### src/rtl/sbi_pkg.sv
package sbi_pkg;

  typedef enum logic [2:0] {
    K_OTHER    = 3'd0,
    K_WRITE    = 3'd1,
    K_READ     = 3'd2,
    K_MEMOP    = 3'd3,
    K_RETSTALL = 3'd4,
    K_RAWREAD  = 3'd5
  } mapKind_e;

  // Strobes from control to the group datapath
  typedef struct packed {
    logic checkGroups;  // compare the descriptor's mask against busy groups
    logic checkXlat;    // compare only the translation group
    logic writeEn;      // accepted explicit write: claim the masked groups
  } sbStrobe_t;

endpackage

### src/rtl/sbi_group_slot.sv
module sbi_group_slot #(
  parameter int TAG_W = 6,
  parameter int FB_W  = 4
) (
  input  logic             clk,
  input  logic             rstN,
  input  logic             setEn,
  input  logic [TAG_W-1:0] setTag,
  input  logic [FB_W-1:0]  setFb,
  input  logic             retireValid,
  input  logic [TAG_W-1:0] retireTag,
  input  logic             abortValid,
  input  logic [TAG_W-1:0] abortTag,
  input  logic             needCheck,
  input  logic [FB_W-1:0]  curFb,
  output logic             busy,
  output logic             conflict
);

  logic [TAG_W-1:0] ownerTag;
  logic [FB_W-1:0]  ownerFb;
  logic             retireHit;
  logic             abortHit;
  logic             clearHit;

  always_comb begin
    retireHit = retireValid && (retireTag == ownerTag);
    abortHit  = abortValid && (abortTag == ownerTag);
    clearHit  = busy && (retireHit || abortHit);
    // same fetch block is never compared
    conflict  = busy && needCheck && (ownerFb != curFb);
  end

  always_ff @(posedge clk or negedge rstN) begin
    if (!rstN) begin
      busy     <= 1'b0;
      ownerTag <= '0;
      ownerFb  <= '0;
    end else if (setEn) begin
      // a newer writer wins over a same-cycle release of the old owner
      busy     <= 1'b1;
      ownerTag <= setTag;
      ownerFb  <= setFb;
    end else if (clearHit) begin
      busy     <= 1'b0;
    end
  end

endmodule

### src/rtl/sbi_groups.sv
module sbi_groups
  import sbi_pkg::*;
#(
  parameter int NUM_GROUPS = 8,
  parameter int TAG_W      = 6,
  parameter int FB_W       = 4,
  parameter int XLAT_GROUP = 0
) (
  input  logic                  clk,
  input  logic                  rstN,
  input  sbStrobe_t             strobes,
  input  logic [NUM_GROUPS-1:0] mapGroups,
  input  logic [FB_W-1:0]       mapFetchBlk,
  input  logic [TAG_W-1:0]      mapTag,
  input  logic                  retireValid,
  input  logic [TAG_W-1:0]      retireTag,
  input  logic                  abortValid,
  input  logic [TAG_W-1:0]      abortTag,
  output logic [NUM_GROUPS-1:0] busyVec,
  output logic                  anyConflict
);

  localparam logic [NUM_GROUPS-1:0] XLAT_MASK = NUM_GROUPS'(1) << XLAT_GROUP;

  logic [NUM_GROUPS-1:0] needMask;
  logic [NUM_GROUPS-1:0] setMask;
  logic [NUM_GROUPS-1:0] conflictVec;

  always_comb begin
    needMask = '0;
    if (strobes.checkGroups) needMask = needMask | mapGroups;
    if (strobes.checkXlat)   needMask = needMask | XLAT_MASK;
    setMask     = strobes.writeEn ? mapGroups : '0;
    anyConflict = |conflictVec;
  end

  for (genvar g = 0; g < NUM_GROUPS; g++) begin : gSlot
    sbi_group_slot #(
      .TAG_W(TAG_W),
      .FB_W (FB_W)
    ) slot_i (
      .clk        (clk),
      .rstN       (rstN),
      .setEn      (setMask[g]),
      .setTag     (mapTag),
      .setFb      (mapFetchBlk),
      .retireValid(retireValid),
      .retireTag  (retireTag),
      .abortValid (abortValid),
      .abortTag   (abortTag),
      .needCheck  (needMask[g]),
      .curFb      (mapFetchBlk),
      .busy       (busyVec[g]),
      .conflict   (conflictVec[g])
    );
  end

endmodule

### src/rtl/sbi_ctl.sv
module sbi_ctl
  import sbi_pkg::*;
#(
  parameter int TAG_W = 6
) (
  input  logic             clk,
  input  logic             rstN,
  input  logic             mapValid,
  input  logic [2:0]       mapKind,
  input  logic [TAG_W-1:0] mapTag,
  input  logic             anyConflict,
  input  logic             retireValid,
  input  logic [TAG_W-1:0] retireTag,
  input  logic             abortValid,
  input  logic [TAG_W-1:0] abortTag,
  output sbStrobe_t        strobes,
  output logic             mapStall,
  output logic             fetchHold
);

  logic             isWrite;
  logic             isRead;
  logic             isMemOp;
  logic             isRetStall;
  logic             gateOn;
  logic [TAG_W-1:0] gateTag;
  logic             gateSet;
  logic             gateRelease;

  always_comb begin
    isWrite    = (mapKind == K_WRITE);
    isRead     = (mapKind == K_READ);
    isMemOp    = (mapKind == K_MEMOP);
    isRetStall = (mapKind == K_RETSTALL);

    strobes.checkGroups = mapValid && (isWrite || isRead);
    strobes.checkXlat   = mapValid && isMemOp;

    mapStall = mapValid && (gateOn || anyConflict);

    strobes.writeEn = mapValid && isWrite && !mapStall;
    gateSet         = mapValid && isRetStall && !mapStall;
    gateRelease     = gateOn && ((retireValid && retireTag == gateTag) ||
                                 (abortValid && abortTag == gateTag));
    fetchHold       = gateOn;
  end

  always_ff @(posedge clk or negedge rstN) begin
    if (!rstN) begin
      gateOn  <= 1'b0;
      gateTag <= '0;
    end else if (gateSet) begin
      gateOn  <= 1'b1;
      gateTag <= mapTag;
    end else if (gateRelease) begin
      gateOn  <= 1'b0;
    end
  end

endmodule

### src/rtl/ctlreg_scoreboard.sv
module ctlreg_scoreboard
  import sbi_pkg::*;
#(
  parameter int NUM_GROUPS = 8,
  parameter int TAG_W      = 6,
  parameter int FB_W       = 4,
  parameter int XLAT_GROUP = 0
) (
  input  logic                  clk,
  input  logic                  rstN,
  input  logic                  mapValid,
  input  logic [2:0]            mapKind,
  input  logic [NUM_GROUPS-1:0] mapGroups,
  input  logic [FB_W-1:0]       mapFetchBlk,
  input  logic [TAG_W-1:0]      mapTag,
  input  logic                  retireValid,
  input  logic [TAG_W-1:0]      retireTag,
  input  logic                  abortValid,
  input  logic [TAG_W-1:0]      abortTag,
  output logic                  mapStall,
  output logic [NUM_GROUPS-1:0] groupBusy,
  output logic                  fetchHold
);

  sbStrobe_t strobes;
  logic      anyConflict;

  sbi_ctl #(.TAG_W(TAG_W)) ctl_i (
    .clk        (clk),
    .rstN       (rstN),
    .mapValid   (mapValid),
    .mapKind    (mapKind),
    .mapTag     (mapTag),
    .anyConflict(anyConflict),
    .retireValid(retireValid),
    .retireTag  (retireTag),
    .abortValid (abortValid),
    .abortTag   (abortTag),
    .strobes    (strobes),
    .mapStall   (mapStall),
    .fetchHold  (fetchHold)
  );

  sbi_groups #(
    .NUM_GROUPS(NUM_GROUPS),
    .TAG_W     (TAG_W),
    .FB_W      (FB_W),
    .XLAT_GROUP(XLAT_GROUP)
  ) groups_i (
    .clk        (clk),
    .rstN       (rstN),
    .strobes    (strobes),
    .mapGroups  (mapGroups),
    .mapFetchBlk(mapFetchBlk),
    .mapTag     (mapTag),
    .retireValid(retireValid),
    .retireTag  (retireTag),
    .abortValid (abortValid),
    .abortTag   (abortTag),
    .busyVec    (groupBusy),
    .anyConflict(anyConflict)
  );

endmodule

### config.mk
export PLATFORM = sky130hd
export DESIGN_NAME = ctlreg_scoreboard
export DESIGN_NICKNAME = d
export VERILOG_FILES = /design/src/rtl/sbi_pkg.sv /design/src/rtl/sbi_group_slot.sv /design/src/rtl/sbi_groups.sv /design/src/rtl/sbi_ctl.sv /design/src/rtl/ctlreg_scoreboard.sv
export SDC_FILE = /design/constraint.sdc
export NUM_CORES = 1
export LEC_CHECK = 0
export ABC_CLOCK_PERIOD_IN_PS = 7650
export BUFFER_PORTS_ARGS = -buffer_cell sky130_fd_sc_hd__clkbuf_2
export CAP_MARGIN = 30
export CELL_PAD_IN_SITES_DETAIL_PLACEMENT = 0
export CELL_PAD_IN_SITES_GLOBAL_PLACEMENT = 1
export CORE_ASPECT_RATIO = 1.4
export CORE_MARGIN = 5
export CORE_UTILIZATION = 38
export DETAILED_ROUTE_END_ITERATION = 8
export GPL_TIMING_DRIVEN = 0
export PLACE_DENSITY = 0.76
export SLEW_MARGIN = 20
export SYNTH_ARGS = -nofsm -noshare
export SYNTH_HDL_FRONTEND = slang
export SYNTH_HIERARCHICAL = 1
export SYNTH_SLANG_ARGS = --single-unit
### constraint.sdc
create_clock -name clk -period 7.65 [get_ports clk]
set_clock_uncertainty 0.05 [all_clocks]
set_input_delay 0.765 -clock clk [delete_from_list [all_inputs] [get_ports clk]]
set_output_delay 0.765 -clock clk [all_outputs]
set_load 0.02 [all_outputs]
==> results of run 1 <==
flip-flops by register name, summed over array words and instances, names as in the netlist:
name	flops
groups_i/gSlot.slot_i/ownerTag	48
groups_i/gSlot.slot_i/ownerFb	32
ctl_i/gateTag	6
ctl_i/fetchHold	1
groups_i/gSlot.slot_i/busy	8
worst max-delay path, delay by kind of cell:
family	cells	cell delay [ps]
mux	1	380
buf+inv	2	670
simple gates	5	1530
xor+xnor	1	170
compound gates	2	380
per-stage QoR:
step / instance area [um2] / cells
after floorplan: 5280 / 417
after global placement: 5750 / 649
after detailed placement: 5790 / 650
after CTS: 6100 / 666
after global routing: 6100 / 666
final: 6100 / 666
synthesized netlist by cell type:
cell type  count
and4b_1        1
a41oi_1        8
nor4_1        11
dfrtp_1       95
a21o_1         1
and2_1        15
o21a_1         1
mux2_2        86
or2_4          1
o21bai_1       9
nor3b_1        1
and4bb_2       1
nand4_1       18
nor3_4         1
nand2_1       10
o41ai_2        8
buf_2          8
xor2_1        54
o41ai_1        1
xnor2_1       87
worst max-delay path by stage:
stage	slack (ps)	start	end
after global placement	3410	mapKind[0]	groups_i/gSlot[6].slot_i/ownerFb[1]$_DFFE_PN0P_
final	3920	mapFetchBlk[0]	groups_i/gSlot[6].slot_i/ownerTag[1]$_DFFE_PN0P_
after global routing	3750	mapFetchBlk[0]	groups_i/gSlot[6].slot_i/ownerTag[1]$_DFFE_PN0P_
after CTS	3850	mapKind[0]	groups_i/gSlot[6].slot_i/ownerTag[1]$_DFFE_PN0P_
after floorplan	4360	mapKind[1]	groups_i/gSlot[1].slot_i/ownerFb[0]$_DFFE_PN0P_
after detailed placement	3480	mapKind[0]	groups_i/gSlot[6].slot_i/ownerTag[1]$_DFFE_PN0P_
routing by layer:
layer | GRT usage (%) | wire length (um) | vias up
li1 | - | - | 1593
met1 | 20.3 | 5330 | 1702
met2 | 29.6 | 6800 | 84
met3 | 3.80 | 605 | 30
met4 | 8.05 | 545 | 0
met5 | 0 | 0 | -
logic make-up (layout without fill, tap and decap cells):
family          count (synthesis)  count (layout)  synth area share, %
simple gates                   59              59                 6.97
xor+xnor                      141             141                 23.4
buf+inv                         8              72                0.758
mux                            86              86                 18.3
flops                          95              95                 45.0
compound gates                 28              28                 5.52
layout make-up:
class | count | area, um2
plain buffers | 8 | 40.0
clock buffers | 14 | 274
clock inverters | 2 | 37.5
fillers | 1323 | 7680
multi-input cells | 314 | 2870
flip-flops and latches | 95 | 2380
well taps | 185 | 231
repair buffers | 48 | 272
power by group through the flow:
| stage | registers, W | clock network, W | logic [W] |
|---|---|---|---|
| 6_report | 0.000854 | 0.000460 | 0.000560 |
| 5_1_grt | 0.000880 | 0.000496 | 0.000615 |
| 4_1_cts | 0.000855 | 0.000476 | 0.000569 |
| 3_5_place_dp | 0.000864 | 0 | 0.000565 |
| 3_3_place_gp | 0.000852 | 0 | 0.000541 |
| 2_1_floorplan | 0.000847 | 0 | 0.000404 |
==> metrics.md, run 1 <==
| Metric | Value |
|---|---|
| Status | complete, no violations |
| Tmin final | 3730 ps |
| Register area share after synthesis | about 45% |
| Final Util | 44.3% |
| Min Hold Slack | ~300 ps |
| N_diodes | 0 |
| CP endpoint kind | flip-flop |
| Peak Freq | 268 MHz |
| DRC | 0 |
| Cell Rows | 51 |
| Post-detail-place hpwl | 9.48 mm |
| Port Buffers | 47 |
| Total chip power | 0.00187 W |
| Combinational share of power | 29.9% |
| Cts hold-fix bufs | 0 |
| First-pass GRT wire length | 21.0 mm |
| Die area | 0.0164 mm2 |
| Internal power | 0.00128 W |
| Synthesis-to-finish area growth | 15.5% |
| Share of layout cells above drive strength 1 | 34.9% |
| Ranking of synthesized cells by area | dfrtp_1 (45%), mux2_2 (18%), xnor2_1 (14%) |
| Crit path kind | in2reg |
| Gpl congestion | 0.792 |
| Initial Util | 38.3% |
| Slew Limit Fails | 0 |
| CTS resizes | 0 |
| Data required time of the worst path | 7820 ps |
| R2r setup slk | 4360 ps |
| R2r startpoint | groups_i/gSlot[5].slot_i/ownerFb[3]$_DFFE_PN0P_ |
| Min-delay worst type | in2async |
| GR Util All Layers | 17.3% |
| Max-slew headroom | 59.2% |
| Pwr Density | 307 mW/mm2 |
| Setup_tns | 0 ps |
| Tcrit/Tclk final | 48.7% |
| Slowest cell delay on critical path | 530 ps |
| Endpoints failing setup | 0 |
| Wire per inst | between 15 and 20 um |
| Synth top area share | 45.0% |
| Synth cell types | 20 |
| Initial antenna violation count | 0 |
| Dpl ws | 3480 ps |
| Critical-path cell list | clkbuf_2 -> xnor2_1 -> a41oi_1 -> nor4_1 -> nand2_1 -> o21a_1 -> or2_4 -> and4bb_2 -> and2_1 -> buf_2 -> mux2_2 |
| Most common cell after layout, fill and taps aside | dfrtp_1 |
| Clock group share of total power | 24.6% |
| Vias/cell | 5.12 |
| Cts bufs inserted | 9 |
| Chip height | ~150 um |
| I/O pin cnt | 48 |
| Drt first pass iters | 4 |
| Sw Pwr | 0.000598 W |
| Post-route antenna net violation count | 0 |
| Yosys reg bits | 95 |
| Cells on worst reg2reg path | 10 |
| Commonest non-fill, non-tap cells in the layout | dfrtp_1 (95), xnor2_1 (87), mux2_2 (86) |
| Net count reported at finish | 514 |
| Clock latency on the worst-skew pair | 340 ps |
| CTS tree | done |
| Sink Count | 95 |
| Drt initial violations | 67 |
| Core area | 0.0138 mm2 |
| Vias in the first global route | about 3800 |
| WL final | 13.3 mm |
| Maximum vdd drop | ~0.11 mV |
| Crit-path slowest cell | nor4_1 |
| Crit Reg-Reg Endpoint | groups_i/gSlot[6].slot_i/ownerTag[1]$_DFFE_PN0P_ |
| Ys Warns | 6 |
| Post-Syn Instances | 417 |
| Worst EP arrival | roughly 3900 ps |
| Worst Tran Pin Value | 610 ps |
| Max cap viols | 0 |
| Mapped Nets | 455 |
| RSZ-0062 raised after global routing | false |
| Area leader, netlist | dfrtp_1 |
| Final number of hold-violating endpoints | 0 |
| Total congestion overflow | 0 |
| Setup repair bufs after CTS | 0 |
| Synthesized area per cell | 12.7 um2 |
| Clk slew on worst S/H paths | around 60 ps |
| Via count | 3409 |
| H-Tree Depth | 3 |
| Synth Cell Area | 0.00528 mm2 |
| Leakage | 2.54 nW |
| CTS max path bufs | 2 |
| Root Driver | clkbuf_16 |
| Flop pwr share | 45.6% |
| PnR worst setup slack | 3920 ps |
| Switching share of power | 31.9% |
| Largest net degree at the start of global routing | 57 |
| Worst Setup Start Kind | primary input |
| CP max FO | 16 |
| Width of the die | 110 um |
No activity file was read; power rests on OpenSTA's default activity.
==> run 2: changes to the inputs <==
- ABC_CLOCK_PERIOD_IN_PS: 7650 -> 3500
- clock period: 7.65 -> 3.5 ns (I/O delays scaled with it)
==> metrics.md, run 2 (synthesized netlist as in run 1, its figures left out) <==
| Metric | Value |
|---|---|
| Data required time of the worst path | 3670 ps (-4150 ps) |
| Chip height | 149 um (unchanged) |
| Initial Util | 38.3% (unchanged) |
| Critical path destination | groups_i/gSlot[6].slot_i/ownerTag[1]$_DFFE_PN0P_ |
| Crit-path slowest cell | nor4_1 |
| Width of the die | 110 um (unchanged) |
| Largest register FFs | 48 (unchanged) |
| Critical path's top delay family | simple AND/OR/NAND/NOR gates |
| Endpoints failing setup | 0 (unchanged) |
| Regs by FF count | groups_i/gSlot.slot_i/ownerTag x48, groups_i/gSlot.slot_i/ownerFb x32, groups_i/gSlot.slot_i/busy x8 |
| Cells on worst reg2reg path | 10 (unchanged) |
| Cell depth of the worst setup path | 11 (unchanged) |
| RSZ-0062 raised after global routing | false |
| Synthesis-to-finish area growth | 15.7% |
| Sw Pwr | 0.00131 W (+120%) |
| Vias/cell | 5.12 (+0.11%) |
| Critical-path cell list | clkbuf_2 -> xnor2_1 -> a41oi_1 -> nor4_1 -> nand2_1 -> o21a_1 -> or2_4 -> and4bb_2 -> and2_1 -> buf_2 -> mux2_2 |
| Most common cell after layout, fill and taps aside | dfrtp_1 |
| Slew Limit Fails | 0 (unchanged) |
| DRC | 0 (unchanged) |
| CTS max path bufs | 2 (unchanged) |
| Sink Count | 95 (unchanged) |
| Leakage | 2.54 nW (+0.16%) |
| Reg with most FFs | groups_i/gSlot.slot_i/ownerTag |
| Port Buffers | 47 (unchanged) |
| GR Util All Layers | 17.3% (about the same) |
| Root Driver | clkbuf_16 |
| Wire per inst | 19.9 um (-0.25%) |
| CTS resizes | 0 (unchanged) |
| Status | complete, no violations |
| Buffers plus inverters on the worst setup path | 2 (unchanged) |
| Tmin final | 3310 ps |
| Post-detail-place hpwl | 9.48 mm (unchanged) |
| Cell Rows | 51 (unchanged) |
| Clock latency on the worst-skew pair | 340 ps (about the same) |
| CTS tree | done |
| Post-route cell area | 0.00611 mm2 (+0.16%) |
| CP endpoint kind | flip-flop |
| Cts hold-fix bufs | 1 (+1) |
| Final number of hold-violating endpoints | 0 (unchanged) |
| Crit Reg-Reg Endpoint | groups_i/gSlot[6].slot_i/ownerTag[1]$_DFFE_PN0P_ |
| Share of layout cells above drive strength 1 | 34.9% (-0.072 points) |
| Pwr Density | 670 mW/mm2 (+120%) |
| Via count | 3418 (+0.26%) |
| Initial antenna violation count | 0 (unchanged) |
| Total congestion overflow | 0 (unchanged) |
| Net count reported at finish | 515 (+0.19%) |
| R2r setup slk | 200 ps (-4160 ps) |
| Max-slew headroom | 59.2% (about the same) |
| Crit path kind | in2reg |
| Die area | 0.0164 mm2 (unchanged) |
| CP Launch Point | mapFetchBlk[0] |
| H-Tree Depth | 3 (unchanged) |
| First-pass GRT wire length | 21.0 mm (about the same) |
| PnR worst setup slack | 187 ps (-3740 ps) |
| Cts bufs inserted | 9 (unchanged) |
| Gpl congestion | 0.792 (unchanged) |
| I/O pin cnt | 48 (unchanged) |
| Vias in the first global route | 3798 (+0.079%) |
| Flop pwr share | 45.6% (about the same) |
| Clock group share of total power | 24.5% (about the same) |
| Slowest cell delay on critical path | 530 ps (about the same) |
| Worst Setup Start Kind | primary input |
| Combinational share of power | 29.9% (about the same) |
| Drt first pass iters | 4 (unchanged) |
| Post-route antenna net violation count | 0 (unchanged) |
| Clk slew on worst S/H paths | 60 ps (about the same) |
| Commonest non-fill, non-tap cells in the layout | dfrtp_1 (95), xnor2_1 (87), mux2_2 (86) |
| Setup repair bufs after CTS | 0 (unchanged) |
| Core area | 0.0138 mm2 (unchanged) |
| Dpl ws | -251 ps (-3740 ps) |
| Tcrit/Tclk final | 94.7% |
| Max cap viols | 0 (unchanged) |
| Drt initial violations | 71 (+6.0%) |
| Placed cell area | 0.00579 mm2 (unchanged) |
| WL final | 13.3 mm (about the same) |
| Maximum vdd drop | 0.233 mV (+120%) |
| R2r startpoint | groups_i/gSlot[5].slot_i/ownerFb[3]$_DFFE_PN0P_ |
| N_diodes | 0 (unchanged) |
| Largest net degree at the start of global routing | 57 (unchanged) |
| Final Util | 44.3% (+0.073 points) |
| Internal power | 0.00279 W (+120%) |
| Switching share of power | 31.9% (about the same) |
| Peak Freq | 302 MHz |
| Worst Tran Pin Value | 610 ps (-0.0982 ps) |
| CP max FO | 16 (unchanged) |
| Min-delay worst type | in2reg |
| Worst EP arrival | 3480 ps (-420 ps) |
[run 2: cell count changes in the layout (fill, tap and decap cells not counted), sizes merged]
cell         delta
dlygate4sd3     +1
[run 2: worst min-delay path by stage]
stage | from | endpoint | slack (ps) | cells after the start
after CTS | mapGroups[3] | groups_i/gSlot[3].slot_i/ownerTag[3]$_DFFE_PN0P_ | 360 | 3
after global placement | groups_i/gSlot[5].slot_i/ownerFb[1]$_DFFE_PN0P_ | groups_i/gSlot[5].slot_i/ownerFb[1]$_DFFE_PN0P_ | 460 | 1
final | mapGroups[3] | groups_i/gSlot[3].slot_i/ownerTag[3]$_DFFE_PN0P_ | 370 | 3
after floorplan | rstN | ctl_i/fetchHold$_DFFE_PN0P_ | 4 | 0
after detailed placement | rstN | groups_i/gSlot[4].slot_i/ownerTag[1]$_DFFE_PN0P_ | 250 | 1
after global routing | mapGroups[3] | groups_i/gSlot[3].slot_i/ownerTag[3]$_DFFE_PN0P_ | 370 | 3
[run 2: per-layer routing]
metal	GRT usage, %	vias up	routed length (um)
li1	-	1596	-
met4	8.05	0	558
met2	29.6	81	6800
met1	20.4	1711	5390
met3	3.80	30	526
met5	0	-	0
[run 2: area by class of cell]
type / instances / area [um2]
flip-flops and latches: 95 / 2380
well taps: 185 / 231
multi-input cells: 314 / 2870
plain buffers: 8 / 40.0
clock buffers: 14 / 274
repair buffers: 49 / 282
clock inverters: 2 / 37.5
fillers: 1322 / 7670
[run 2: tightest hold or removal path, delay by kind of cell]
family        cells  cell delay, ps
simple gates      1             130
buf+inv           1              90
mux               1             150
[run 2: stage by stage]
stage	std cells	TNS [ps]	power, W	hold slack [ps]
6_report	667	0	0.00410	370
5_1_grt	667	0	0.00435	374
4_1_cts	667	0	0.00415	358
3_5_place_dp	650	-13110	0.00313	249
3_3_place_gp	649	-21850	0.00305	461
2_1_floorplan	417	0	0.00273	4.41
[run 2: power groups by stage]
| stage | Sequential (W) | Clock (W) | Combinational (W) |
|---|---|---|---|
| global placement | 0.00186 | 0 | 0.00118 |
| floorplan | 0.00185 | 0 | 0.000882 |
| CTS | 0.00187 | 0.00104 | 0.00124 |
| finish | 0.00187 | 0.00100 | 0.00123 |
| global route | 0.00192 | 0.00108 | 0.00135 |
| detailed placement | 0.00189 | 0 | 0.00124 |
